[src/rtl/tlbm_pkg.sv]
`timescale 1ns/1ps
package tlbm_pkg;
    localparam int WORD_W    = 32;
    localparam int SID_W     = 24;
    localparam int APIX_W    = 6;
    localparam int PIDX_W    = 16;
    localparam int HASH_W    = 19;
    localparam int SEGIX_W   = 4;
    localparam int ORG_W     = 16;
    localparam int MASK_W    = 9;
    localparam int LOW_W     = HASH_W - MASK_W;
    localparam int ORG_HI_W  = ORG_W - MASK_W;
    localparam int RSVD_BIT  = APIX_W;
    localparam int N_SIDES   = 2;

    typedef logic [WORD_W-1:0]  word_t;
    typedef logic [SID_W-1:0]   sid_t;
    typedef logic [HASH_W-1:0]  hash_t;

    function automatic logic [SEGIX_W-1:0] ea_seg(input word_t ea);
        return ea[WORD_W-1 -: SEGIX_W];
    endfunction

    function automatic logic [APIX_W-1:0] ea_apix(input word_t ea);
        return ea[WORD_W-1-SEGIX_W -: APIX_W];
    endfunction

    function automatic logic [PIDX_W-1:0] ea_pidx(input word_t ea);
        return ea[WORD_W-1-SEGIX_W -: PIDX_W];
    endfunction

    function automatic word_t make_cmp(input logic v, input sid_t sid,
                                       input logic [APIX_W-1:0] ax);
        return {v, sid, 1'b0, ax};
    endfunction
endpackage

[src/rtl/tlbm_side.sv]
`timescale 1ns/1ps
module tlbm_side
    import tlbm_pkg::*;
(
    input  logic  clk,
    input  logic  rst_n,
    input  logic  miss_hit,
    input  word_t miss_ea,
    input  sid_t  miss_sid,
    input  logic  sw_we,
    input  word_t sw_wdata,
    output word_t cmp_o,
    output word_t ea_o,
    output sid_t  sid_o
);
    typedef struct packed {
        word_t cmp;
        word_t ea;
        sid_t  sid;
    } side_st_t;

    side_st_t st_d, st_q;

    always_comb begin
        st_d = st_q;
        if (sw_we) begin
            st_d.cmp = sw_wdata;
            st_d.cmp[RSVD_BIT] = 1'b0;
        end
        if (miss_hit) begin
            st_d.cmp = make_cmp(1'b1, miss_sid, ea_apix(miss_ea));
            st_d.ea  = miss_ea;
            st_d.sid = miss_sid;
        end
    end

    always_ff @(posedge clk) begin
        if (!rst_n) st_q <= '0;
        else        st_q <= st_d;
    end

    assign cmp_o = st_q.cmp;
    assign ea_o  = st_q.ea;
    assign sid_o = st_q.sid;

    p_valid_set_r2: assert property (@(posedge clk) disable iff (!rst_n)
        miss_hit |=> cmp_o[WORD_W-1]);
    p_sid_copy_r3: assert property (@(posedge clk) disable iff (!rst_n)
        miss_hit |=> cmp_o[WORD_W-2 -: SID_W] == $past(miss_sid));
    p_apix_copy_r4: assert property (@(posedge clk) disable iff (!rst_n)
        miss_hit |=> cmp_o[APIX_W-1:0] == $past(miss_ea[27:22]));
    p_sw_load_r5: assert property (@(posedge clk) disable iff (!rst_n)
        (sw_we && !miss_hit) |=> cmp_o == ($past(sw_wdata) & ~(32'h1 << RSVD_BIT)));
    p_rsvd_zero_r1: assert property (@(posedge clk) disable iff (!rst_n)
        !cmp_o[RSVD_BIT]);
endmodule

[src/rtl/tlbm_hash.sv]
`timescale 1ns/1ps
module tlbm_hash
    import tlbm_pkg::*;
#(
    parameter bit SECONDARY = 1'b0
)(
    input  sid_t              sid,
    input  word_t             ea,
    input  logic [ORG_W-1:0]  origin,
    input  logic [MASK_W-1:0] mask,
    output word_t             addr
);
    hash_t h_base;
    hash_t h_sel;

    assign h_base = sid[HASH_W-1:0] ^ {{(HASH_W-PIDX_W){1'b0}}, ea_pidx(ea)};

    generate
        if (SECONDARY) begin : g_sec
            assign h_sel = ~h_base;
        end else begin : g_pri
            assign h_sel = h_base;
        end
    endgenerate

    assign addr = {origin[ORG_W-1 -: ORG_HI_W],
                   (h_sel[HASH_W-1 -: MASK_W] & mask) | origin[MASK_W-1:0],
                   h_sel[LOW_W-1:0],
                   {APIX_W{1'b0}}};
endmodule

[src/rtl/tlbm_assist_top.sv]
`timescale 1ns/1ps
module tlbm_assist_top
    import tlbm_pkg::*;
(
    input  logic        clk,
    input  logic        rst_n,
    input  logic        miss_vld,
    input  logic        miss_is_instr,
    input  logic [31:0] miss_ea,
    output logic [3:0]  seg_idx_o,
    input  logic [23:0] seg_id_i,
    input  logic [15:0] tbl_origin_i,
    input  logic [8:0]  tbl_mask_i,
    input  logic        ack_vld,
    input  logic        ack_is_instr,
    input  logic        sw_we,
    input  logic [1:0]  sw_addr,
    input  logic [31:0] sw_wdata,
    output logic [31:0] sw_rdata,
    output logic [31:0] cmp_data_o,
    output logic [31:0] cmp_instr_o,
    output logic [31:0] hash_pri_o,
    output logic [31:0] hash_sec_o
);
    typedef struct packed {
        logic sel_instr;
    } top_st_t;

    top_st_t st_d, st_q;

    word_t [N_SIDES-1:0] cmp_w;
    word_t [N_SIDES-1:0] ea_w;
    sid_t  [N_SIDES-1:0] sid_w;
    word_t [1:0]         hash_w;

    assign seg_idx_o = ea_seg(miss_ea);

    generate
        for (genvar s = 0; s < N_SIDES; s++) begin : g_side
            logic hit_s;
            logic we_s;
            assign hit_s = miss_vld && (miss_is_instr == s[0]);
            assign we_s  = sw_we && (sw_addr == 2'(s));
            tlbm_side u_side (
                .clk      (clk),
                .rst_n    (rst_n),
                .miss_hit (hit_s),
                .miss_ea  (miss_ea),
                .miss_sid (seg_id_i),
                .sw_we    (we_s),
                .sw_wdata (sw_wdata),
                .cmp_o    (cmp_w[s]),
                .ea_o     (ea_w[s]),
                .sid_o    (sid_w[s])
            );
        end
        for (genvar h = 0; h < 2; h++) begin : g_hash
            tlbm_hash #(.SECONDARY(h == 1)) u_hash (
                .sid    (sid_w[st_q.sel_instr]),
                .ea     (ea_w[st_q.sel_instr]),
                .origin (tbl_origin_i),
                .mask   (tbl_mask_i),
                .addr   (hash_w[h])
            );
        end
    endgenerate

    always_comb begin
        st_d = st_q;
        if (ack_vld) st_d.sel_instr = ack_is_instr;
    end

    always_ff @(posedge clk) begin
        if (!rst_n) st_q <= '0;
        else        st_q <= st_d;
    end

    assign cmp_data_o  = cmp_w[0];
    assign cmp_instr_o = cmp_w[1];
    assign hash_pri_o  = hash_w[0];
    assign hash_sec_o  = hash_w[1];

    always_comb begin
        case (sw_addr)
            2'd0:    sw_rdata = cmp_w[0];
            2'd1:    sw_rdata = cmp_w[1];
            2'd2:    sw_rdata = hash_w[0];
            default: sw_rdata = hash_w[1];
        endcase
    end

    p_other_side_r2: assert property (@(posedge clk) disable iff (!rst_n)
        (miss_vld && !miss_is_instr && !(sw_we && sw_addr == 2'd1)) |=> $stable(cmp_instr_o));
    p_origin_hi_r6: assert property (@(posedge clk) disable iff (!rst_n)
        hash_pri_o[31:25] == tbl_origin_i[15:9] && hash_sec_o[31:25] == tbl_origin_i[15:9]);
    p_low_zero_r7: assert property (@(posedge clk) disable iff (!rst_n)
        hash_pri_o[5:0] == 6'd0 && hash_sec_o[5:0] == 6'd0);
    p_complement_r8: assert property (@(posedge clk) disable iff (!rst_n)
        hash_pri_o[15:6] == ~hash_sec_o[15:6]);
    p_ack_select_r9: assert property (@(posedge clk) disable iff (!rst_n)
        ack_vld |=> st_q.sel_instr == $past(ack_is_instr));
    p_sel_hold_r9: assert property (@(posedge clk) disable iff (!rst_n)
        !ack_vld |=> $stable(st_q.sel_instr));
endmodule

[config.mk]
export PLATFORM = sky130hd
export DESIGN_NAME = tlbm_assist_top
export DESIGN_NICKNAME = d
export VERILOG_FILES = /design/src/rtl/tlbm_pkg.sv /design/src/rtl/tlbm_side.sv /design/src/rtl/tlbm_hash.sv /design/src/rtl/tlbm_assist_top.sv
export SDC_FILE = /design/constraint.sdc
export NUM_CORES = 1
export LEC_CHECK = 0
export ABC_AREA = 1
export ABC_CLOCK_PERIOD_IN_PS = 4860
export BUFFER_PORTS_ARGS = -buffer_cell sky130_fd_sc_hd__buf_2
export CELL_PAD_IN_SITES_DETAIL_PLACEMENT = 1
export CELL_PAD_IN_SITES_GLOBAL_PLACEMENT = 1
export CORE_ASPECT_RATIO = 0.8
export CORE_MARGIN = 4
export CORE_UTILIZATION = 35
export DETAILED_ROUTE_END_ITERATION = 6
export MAX_ROUTING_LAYER = met4
export PLACE_DENSITY = 0.84
export SLEW_MARGIN = 20
export SYNTH_ARGS = -nofsm -noshare
export SYNTH_HDL_FRONTEND = slang
export SYNTH_SLANG_ARGS = --single-unit
[constraint.sdc]
create_clock -name clk -period 4.86 [get_ports clk]
set_input_delay 1.458 -clock clk [delete_from_list [all_inputs] [get_ports clk]]
set_output_delay 1.458 -clock clk [all_outputs]
set_load 0.05 [all_outputs]
After elaboration in Yosys (flattened, before gate mapping)
Cells that the tools add are included.
- add/subtract/negate cells: 0
- multipliers: 0
- div/mod/pow operators: 0
- magnitude comparators: 1
- eq/ne operators: 2
- shift operators: 0
- multiplexer cells: 9
- bitwise operators: 7
- reductions and logical operators: 7
- operators by type and width (kind ; count):
    two-way mux 88 bit ; 2
    case mux 32 bit (3 select lines) ; 1
    two-way mux 32 bit ; 2
    two-way mux 28 bit ; 2
    two-way mux 19 bit ; 2
    inverter 19 bit ; 1
    XOR 19 x 16 -> 19 bit ; 1
    AND 9 bit ; 2
    OR 9 bit ; 2
    logical AND 1 bit ; 4
    nonzero test 2 bit ; 2
    equality test 2 x 1 -> 1 bit (second input constant) ; 1
    equality test 2 bit (second input constant) ; 1
    logical NOT 2 bit ; 1
    < comparator 1 x 2 -> 1 bit (second input constant) ; 1
    inverter 1 bit ; 1
- flip-flop bits (word level): 175
- bits in latches: 0
- memory bits (writable): 0
- bits in read-only memories: 0
- input bits: 122
- output and inout port bits: 164
- word-level logic and storage cells: 33
- memories kept: 0

Longest topological paths before layout
Gate-level depths: netlist (run 1).
- depth after elaboration: 7
- depth in mapped cells: 10
- gate-level depth less buffers: 8

Cells and area by module
A second synthesis (run 1) with hierarchy kept.
- cell total of the unflattened synthesis: 1408
- area total of the unflattened synthesis: 9054.9 µm²
- modules (own cells, without submodules) (module ; instances ; cells each ; area each (µm²) ; sequential area each (µm²)):
    tlbm_side ; 2 ; 443 ; 3260.6 ; 1741.7
    tlbm_assist_top ; 1 ; 381 ; 1769.2 ; 20.0
    tlbm_hash (g_hash[1].u_hash) ; 1 ; 72 ; 387.9 ; 0.0
    tlbm_hash (g_hash[0].u_hash) ; 1 ; 69 ; 376.6 ; 0.0

Worst setup path before layout (run 1)
No wires, ideal clock.
- path kind: input-to-output
- start: in sw_addr[0]
- end: out sw_rdata[6]
- arrival time: 3053 ps
- required time: 3402 ps
- slack: 349 ps
- stages on the path: 4
- buffers on the path: 2
- cells stage by stage: buf_4 nand2_1 clkbuf_1 o21ai_0
- cells in the longest elaborated chain, start to end: 2
- elaborated cells between the ends (all ways): 4
- classes of those cells: eq/ne (2); mux (1); reduce/logical (1)
- ends and longest elaborated chain (element ; line ; RTL):
    from (decl) ; tlbm_assist_top.sv:17 ; input logic [1:0] sw_addr,
    equality test 2 bit (tied with other cells) ; tlbm_assist_top.sv:84 ; case (sw_addr)
    case mux 32 bit (3 select lines) * ; tlbm_assist_top.sv:84 ;
    to (decl) ; tlbm_assist_top.sv:19 ; output logic [31:0] sw_rdata,
Mark *: on every way between the ends. The rest lies on a longest branch, timed or not.

Worst setup path in the final report (run 1)
- start: in sw_addr[0]
- end: out sw_rdata[30]
Same word-level chain as after synthesis.

==> metrics.cfg, run 1 <==
[route]
dr.pass1.iters = 5
antenna_left = 0
routed-wl-met2_mm = 13.7
drc_errors = 0
routedWlPerCell_um = 18.8
wl_mm = 29.2
vias = 8047
met3RoutedLength_mm = 2.06
viasPerCell = 5.20
wl_met1_mm = 13.0
drtIter0Drc = 501
topRoutingLayerUsed = met4

[synthesis]
syn_inst = 1074
ys_top_cells_by_area = dfxtp_1, nand2_1, a21oi_1
ys_seq_area_share_pct = 38.5
synth.avg_cell_area_um2 = 6.43
synth_cell_types = 25
yosysTopAreaCellShare_pct = 38.5
ys_warn_count = 0
synth_top_area_cell = dfxtp_1
synth.cell_area_mm2 = 0.00691
ys_ff_latch = 133

[timing]
hold_viol = 0
rsz0062_at_grt = false
fin_ws_ns = 0.516
tightest_slew_ns = 1.03
post-route-period-util_pct = 89.4
setup_viol = 0
drv_slew = 0
period_minus_slack_ns = 4.34
fin_tns_setup_ns = 0
finClkSkew_ns = 0
relSlewSlack_pct = 31.5
clock.fmax_ghz = 0.230

[clock_network]
postCtsSetupBuffers = 0
cts_root_buf = clkbuf_16
cts.htree.levels = 4
clk_pin_slew_worst_paths_ns = 0.05
cts_sinks = 133
clockBufferDepth = 2
cts_buffers = 17
cts.hold.buffers_added = 0
clk_latency_ns = 0.42
cts_resized = 0
tritoncts = built

[setup_path]
crit_buf_inv = 4
worstPathMaxFanout = 12
reg2reg_to = st_q
worst-r2r-cell-count = 4
path_common_cell = buf_2
required_ns = 3.40
timing.rr.start = st_q
critPathSlowestCell = nor2_4
arrival_ns = 2.89
startpoint_type = input port
worstSetupPathType = input port to primary output
worstPathCellList = buf_2 > inv_2 > nor2_4 > buf_4 > nand2_1 > nand3_1 > buf_2
r2r_slack_ns = 3.66
cp_slowest_stage_delay_ns = 0.41
endpoint_kind = primary output
critPathTopFamily = buffers and inverters

[die]
die_y_um = 134
rows = 45
start_util_pct = 36.0
ioPinCount = 286
fp.dieW_um = 165
die_area_mm2 = 0.0221
core-area_mm2 = 0.0192

[pwr]
p_leak_nw = 4.21
powerDensity_mw_per_mm2 = 406
vdd_drop_max_mv = 0.209

[global_route]
grt_max_degree = 66
grt_pass1_vias = 8039
grtUsageTotal_pct = 26.5
grt_pass1_wl_mm = 44.1
grt_overflow = 0
antenna_found_initial = 2

[placed_design]
pre_cts_ws_ns = 0.500
gp_congestion = 0.805
placed_cell_area_mm2 = 0.00816
place_inst = 1514
hpwlAfterDp_mm = 20.1
io_buffers = 250

[layout]
layout.cells.non_filler = 1548
syn_to_final_growth_pct = 27.5
nFillCells = 2592
final_nets = 1397
drive_above_1_share_pct = 24.6
final_util_pct = 45.9
stdcell_area_mm2 = 0.00881

[flow_run]
drv_cap = 0

[hold_path]
min_from = g_side[0].u_side.sid_o[0]
whs_path_depth = 2
hold_class = flop to flop
whs_endpoint = g_side[0].u_side.sid_o[0]

[outcome]
status = finished, final reports clean

[final cells by class]
type | instances | area, um^2 | share of cell area (%)
timing repair buffer | 269 | 1410 | 16.0
clock inverter | 15 | 226 | 2.57
inverter | 64 | 241 | 2.74
clock buffer | 17 | 425 | 4.83
antenna | 2 | 5.00 | 0.0568
sequential | 133 | 2660 | 30.2
tap | 258 | 323 | 3.66
multi-input combinational | 790 | 3520 | 40.0
[kinds of logic (layout without fill, tap and decap cells)]
family / after synthesis / in the layout / share of synthesized area, %
AOI/OAI and AO/OA: 188 / 188 / 15.1
DFF: 133 / 133 / 38.5
buffers and inverters: 164 / 365 / 11.5
and+or+nand+nor: 574 / 574 / 33.0
other: 1 / 16 / 0.0543
xor gates and xnor gates: 14 / 14 / 1.77
[metal layers]
metal / up-vias / global-route usage [%]
li1: 3818 / -
met1: 3867 / 33.8
met2: 329 / 43.0
met3: 33 / 5.41
met4: 0 / 6.42
met5: - / -
[metrics by stage]
stage,total power (W),hold slack [ns]
3_5_place_dp,0.00215,0.456
5_1_grt,0.00372,0.485
3_3_place_gp,0.00214,0.449
4_1_cts,0.00360,0.464
6_report,0.00358,0.460
2_1_floorplan,0.00191,0.438
[sequential cells by signal (all words and copies together), names as in the netlist]
signal,flops
g_side.u_side.cmp_o,62
g_side.u_side.sid_o,38
g_side.u_side.ea_o,32
st_q,1
[cell usage in the layout (no fill, tap or decap), types with 18 or more instances in the layout]
master / netlist / final
nor2_1: 86 / 85
buf_2: 15 / 250
o21ai_0: 37 / 37
inv_1: 60 / 57
buf_4: 39 / 18
nand3_1: 77 / 77
a31oi_1: 55 / 55
nand2_1: 405 / 404
dfxtp_1: 133 / 132
a21oi_1: 79 / 79
[worst register-to-register path, delay by kind of cell (launching register included)]
kind / cells / cell delay (ns)
buf+inv: 1 / 0.46
flops: 1 / 0.32
compound gates: 1 / 0.15
simple gates: 2 / 0.14
[worst max path at each step]
stage / start / endpoint / slack [ns] / depth (start not counted)
3_5_place_dp: sw_addr[0] / sw_rdata[30] / 0.50 / 7
5_1_grt: sw_addr[0] / sw_rdata[28] / 0.41 / 7
6_report: sw_addr[0] / sw_rdata[30] / 0.52 / 7
4_1_cts: sw_addr[0] / sw_rdata[30] / 0.50 / 7
3_3_place_gp: sw_addr[0] / sw_rdata[28] / 0.52 / 7
2_1_floorplan: sw_addr[0] / sw_rdata[6] / 0.35 / 4
[synthesized netlist by cell type]
| cell | instances |
|---|---|
| xor2_1 | 4 |
| a22oi_1 | 3 |
| xnor2_1 | 10 |
| buf_2 | 15 |
| buf_4 | 39 |
| a31oi_1 | 55 |
| o21ai_1 | 7 |
| a21boi_0 | 1 |
| clkbuf_1 | 36 |
| nor2_2 | 2 |
| buf_6 | 2 |
| inv_2 | 4 |
| nor3b_4 | 1 |
| nor2_1 | 86 |
| nand3_1 | 77 |
| o21ai_0 | 37 |
| buf_1 | 8 |
| a22o_1 | 6 |
| a21oi_1 | 79 |
| nand2_1 | 405 |
| conb_1 | 1 |
| nor2_4 | 1 |
| inv_1 | 60 |
| dfxtp_1 | 133 |
| nand2_2 | 2 |
[where the power goes]
part	switching, W	internal [W]
combinational	0.000721	0.000212
sequential	0.0000491	0.00115
clock	0.000529	0.000914
total	0.00130	0.00228
Note: power is estimated with default switching activity, not from simulation.
==> run 2, diff against run 1 <==
Settings changed: ABC_AREA 1 to not set, BUFFER_PORTS_ARGS -buffer_cell sky130_fd_sc_hd__buf_2 to not set, CORE_UTILIZATION 35 to 40, DONT_BUFFER_PORTS set to 1, PLACE_DENSITY 0.84 to 0.69.
==> metrics.cfg, run 2 <==
[placed_design]
io_buffers = 0
hpwlAfterDp_mm = 15.3
gp_congestion = 0.774

[flow_run]
drv_cap = 0

[clock_network]
cts_resized = 0
tritoncts = built
clk_pin_slew_worst_paths_ns = 0.06
cts_sinks = 133
clockBufferDepth = 2
cts_buffers = 17
clk_latency_ns = 0.41
postCtsSetupBuffers = 0
cts_root_buf = clkbuf_16
cts.hold.buffers_added = 0
cts.htree.levels = 4

[pwr]
pwr-share-clk_pct = 38.7
powerDensity_mw_per_mm2 = 388
p_seq_share_pct = 42.5
p_int_w = 0.00207
report.power.total_w = 0.00310
vdd_drop_max_mv = 0.224
p_sw_w = 0.00103
p_leak_nw = 3.30
p_comb_share_pct = 18.9
swShare_pct = 33.4

[die]
rows = 43
ioPinCount = 286
start_util_pct = 41.1
die_area_mm2 = 0.0202
core-area_mm2 = 0.0175
die_y_um = 128
fp.dieW_um = 158

[synthesis]
synth.avg_cell_area_um2 = 8.60
synth.cell_area_mm2 = 0.00718
synth-edff-count = 0
synth_most_common_cell = nand2_1
ys_ff_latch = 133
async_flop_share_pct = 0
synth_top_area_cell = dfxtp_1
ys.flop_type = dfxtp_1
synth_common_cells = nand2_1, dfxtp_1, a21boi_0
ys_top_cells_by_area = dfxtp_1, mux2i_1, nand2_1
ys_warn_count = 0
ys_seq_area_share_pct = 37.1
synth_cell_types = 31
yosysTopAreaCellShare_pct = 37.1
syn_inst = 835

[setup_path]
cp_slowest_stage_delay_ns = 0.50
worst-r2r-cell-count = 3
crit_buf_inv = 0
critPathTopFamily = compound AO/OA/AOI/OAI gates
endpoint_kind = primary output
required_ns = 3.40
worstPathCellList = nor2_1 > a21oi_1 > mux2i_1 > a221o_1
arrival_ns = 2.65
timing.rr.start = g_side[1].u_side.cmp_o[10]
startpoint_type = input port
worstSetupPathType = input port to primary output
worstPathMaxFanout = 53
critPathSlowestCell = a221o_1
reg2reg_to = g_side[1].u_side.cmp_o[10]
r2r_slack_ns = 3.57

[global_route]
grt_overflow = 0
grt_pass1_vias = 6417
grt_pass1_wl_mm = 34.5
grtUsageTotal_pct = 22.4
grt_max_degree = 134
antenna_found_initial = 0

[timing]
setup_viol = 0
drv_slew = 0
finClkSkew_ns = 0
clock.fmax_ghz = 0.244
hold_viol = 0
post-route-period-util_pct = 84.5
period_minus_slack_ns = 4.11
relSlewSlack_pct = 39.4
fin_tns_setup_ns = 0
tightest_slew_ns = 0.909
rsz0062_at_grt = false

[route]
drc_errors = 0
wl_mm = 22.2
drtIter0Drc = 196
dr.pass1.iters = 4
antenna_left = 0
routedWlPerCell_um = 20.8
viasPerCell = 5.43
vias = 5794

[layout]
final_nets = 953
drive_above_1_share_pct = 14.9
largest_register_ffs = 62
layout_commonest_cell = nand2_1
diodes = 0
mostFrequentLayoutCells = nand2_1, dfxtp_1, a21boi_0
syn_to_final_growth_pct = 11.3

[hold_path]
whs_path_depth = 2
hold_class = flop to flop
whs_endpoint = g_side[0].u_side.sid_o[18]
min_from = g_side[0].u_side.sid_o[18]

[outcome]
status = finished, final reports clean

[run 2: cell count changes in the layout (fill, tap and decap cells not counted), moves of 24 or more]
| cell | change |
|---|---|
| buf_2 | -250 |
| nor2_1 | -63 |
| mux2i_1 | +75 |
| a21oi_1 | -67 |
| and2_1 | +27 |
| o21ai_1 | +24 |
| buf_4 | +38 |
| a31oi_1 | -55 |
| mux2_2 | +25 |
| nand3_1 | -77 |
| a21boi_0 | +84 |
| nand2_1 | -222 |
| inv_1 | -38 |
| o21ai_0 | -36 |
[run 2: worst max-delay path by stage]
stage                     cells past startpoint  startpoint  slack (ns)           end
after floorplan                               5  sw_addr[0]        0.09  sw_rdata[11]
after global placement                        4  sw_addr[1]        0.82  sw_rdata[21]
after detailed placement                      4  sw_addr[1]        0.76  sw_rdata[17]
after CTS                                     4  sw_addr[1]        0.76  sw_rdata[17]
after global routing                          4  sw_addr[1]        0.63  sw_rdata[17]
final                                         4  sw_addr[1]        0.75  sw_rdata[17]
[run 2: per-layer routing]
layer | up-vias | part of all wire [%] | global-route usage, % | routed length, um
met5 | - | 0 | - | 0
met4 | 0 | 0.82 | 4.50 | 182
met3 | 14 | 8.2 | 7.09 | 1820
met2 | 203 | 48 | 36.9 | 10700
met1 | 2819 | 43 | 27.1 | 9470
li1 | 2758 | - | - | -
[run 2: cell type report]
cell class,instances,area [um^2]
Fill cell,2034,9500
Clock buffer,22,464
Tap cell,225,282
Timing Repair Buffer,56,420
Inverter,19,71.3
Sequential cell,133,2660
Multi-Input combinational cell,604,4010
Clock inverter,9,80.1
[run 2: through the flow]
step / cells / hold WS [ns] / area (um^2) / utilization, % / setup slack [ns]
2_1_floorplan: 848 / 0.443 / 7230 / - / 0.0862
3_3_place_gp: 1037 / 0.449 / 7440 / 42.5 / 0.818
3_5_place_dp: 1037 / 0.459 / 7440 / 42.5 / 0.764
4_1_cts: 1068 / 0.467 / 7980 / 45.7 / 0.760
5_1_grt: 1068 / 0.498 / 7990 / 45.7 / 0.629
6_report: 1068 / 0.465 / 7990 / 45.7 / 0.753
[run 2: worst min-delay path, cell delays in order (launching register included)]
cell	delay [ns]
dfxtp_1	0.31
nand2_1	0.05
a21boi_0	0.06
[run 2: power by group through the flow]
stage	logic, W	registers [W]	clock network [W]
finish	0.000585	0.00132	0.00120
global route	0.000627	0.00132	0.00128
CTS	0.000591	0.00132	0.00123
detailed placement	0.000588	0.00134	0
global placement	0.000573	0.00134	0
floorplan	0.000538	0.00132	0
[run 2: logic make-up (layout without fill, tap and decap cells)]
kind of cell	count (synthesis)	count (layout)	synth area share (%)
xor+xnor	36	36	4.39
buf+inv	111	106	8.71
simple gates	251	251	15.1
flops	133	133	37.1
compound gates	202	202	20.1
other cells	1	14	0.0522
mux	101	101	14.5
==> run 3, diff against run 2 <==
Settings changed: ABC_AREA set to 1, ABC_CLOCK_PERIOD_IN_PS 4860 to 4100, PLACE_DENSITY 0.69 to 0.73.
Clock period 4.86 ns to 4.1 ns, I/O delays scaled along.
==> metrics.cfg, run 3 (synthesis gave the netlist of run 1 again) <==
[timing]
fin_tns_setup_ns = 0
hold_viol = 0
drv_slew = 0
finClkSkew_ns = 0
rsz0062_at_grt = false
post-route-period-util_pct = 90.0
tightest_slew_ns = 0.999
period_minus_slack_ns = 3.69
setup_viol = 0
fin_ws_ns = 0.411
relSlewSlack_pct = 33.4
clock.fmax_ghz = 0.271

[route]
dr.pass1.iters = 5
wl_mm = 26.9
antenna_left = 0
vias = 7270
drtIter0Drc = 468
drc_errors = 0
routedWlPerCell_um = 20.3
viasPerCell = 5.47

[global_route]
grt_pass1_vias = 7259
grt_overflow = 0
grtUsageTotal_pct = 27.6
antenna_found_initial = 0
grt_pass1_wl_mm = 40.9
grt_max_degree = 66

[hold_path]
whs_path_depth = 2
min_from = g_side[1].u_side.sid_o[0]
hold_class = flop to flop
whs_endpoint = g_side[1].u_side.sid_o[0]

[placed_design]
pre_cts_ws_ns = 0.406
io_buffers = 0
hpwlAfterDp_mm = 18.1
place_inst = 1296
gp_congestion = 0.803

[die]
start_util_pct = 41.2
die_area_mm2 = 0.0195
fp.dieW_um = 155
core-area_mm2 = 0.0168
die_y_um = 126
ioPinCount = 286
rows = 42

[setup_path]
worstPathCellList = inv_2 > nor2_4 > inv_1 > nor2_1 > nor2_1 > nand2_1 > o21ai_1 > buf_4
worstSetupPathType = input port to primary output
timing.rr.start = st_q
reg2reg_to = st_q
endpoint_kind = primary output
critPathSlowestCell = nor2_4
cp_slowest_stage_delay_ns = 0.48
r2r_slack_ns = 2.61
startpoint_type = input port
worstPathMaxFanout = 18
required_ns = 2.87
arrival_ns = 2.46
path_common_cell = nor2_1
worst-r2r-cell-count = 5

[clock_network]
clockBufferDepth = 2
cts_resized = 0
cts.hold.buffers_added = 0
tritoncts = built
clk_pin_slew_worst_paths_ns = 0.05
cts.htree.levels = 4
postCtsSetupBuffers = 0
clk_latency_ns = 0.41
cts_root_buf = clkbuf_16
cts_buffers = 17
cts_sinks = 133

[layout]
nFillCells = 2210
mostFrequentLayoutCells = nand2_1, dfxtp_1, nor2_1
diodes = 0
multi_input_area_mm2 = 0.00352
seq_area_mm2 = 0.00266
layout.cells.non_filler = 1328
final_util_pct = 47.9
syn_to_final_growth_pct = 16.1
layout_commonest_cell = nand2_1
drive_above_1_share_pct = 12.3
final_nets = 1217
largest_register_ffs = 62

[outcome]
status = finished, final reports clean

[pwr]
powerDensity_mw_per_mm2 = 497
p_leak_nw = 3.47
vdd_drop_max_mv = 0.280

[flow_run]
drv_cap = 0

-- run 3: layer usage --
layer  vias up  wire length [um]  share of wire (%)  global-route usage [%]
met1      3468             11600                 43                    34.3
met2       308             12400                 46                    43.7
met4         0               369                1.4                    7.58
met3        33              2640                9.8                    8.22
li1       3461                 -                  -                       -
met5         -                 0                  0                       -
-- run 3: layout make-up --
type / instances / area share, %
repair buffers: 89 / 9.11
clock buffers: 19 / 5.52
well taps: 220 / 3.43
multi-input cells: 790 / 43.9
clock inverters: 13 / 1.84
flip-flops and latches: 133 / 33.2
inverters: 64 / 3.01
-- run 3: per-stage QoR --
step | instance area (um^2) | total power, W | hold slack [ns]
floorplan | 6960 | 0.00226 | 0.438
global placement | 7430 | 0.00245 | 0.449
detailed placement | 7430 | 0.00247 | 0.453
CTS | 8020 | 0.00402 | 0.463
global route | 8020 | 0.00414 | 0.480
finish | 8020 | 0.00399 | 0.465
-- run 3: how the worst max path moves through the flow --
stage,startpoint,end
3_5_place_dp,sw_addr[1],sw_rdata[22]
3_3_place_gp,sw_addr[0],sw_rdata[13]
6_report,sw_addr[0],sw_rdata[13]
4_1_cts,sw_addr[0],sw_rdata[13]
2_1_floorplan,sw_addr[0],sw_rdata[6]
5_1_grt,sw_addr[0],sw_rdata[13]
-- run 3: where the power goes --
part	switching, W	leakage [nW]	internal, W
clock network	0.000625	0.277	0.000920
registers	0.000202	1.09	0.00137
logic	0.000624	2.10	0.000248
total	0.00145	3.47	0.00254
-- run 3: critical path: cells and delay by family --
kind	cells	cell delay, ns
compound gates	1	0.07
buf+inv	3	0.43
simple gates	4	0.71
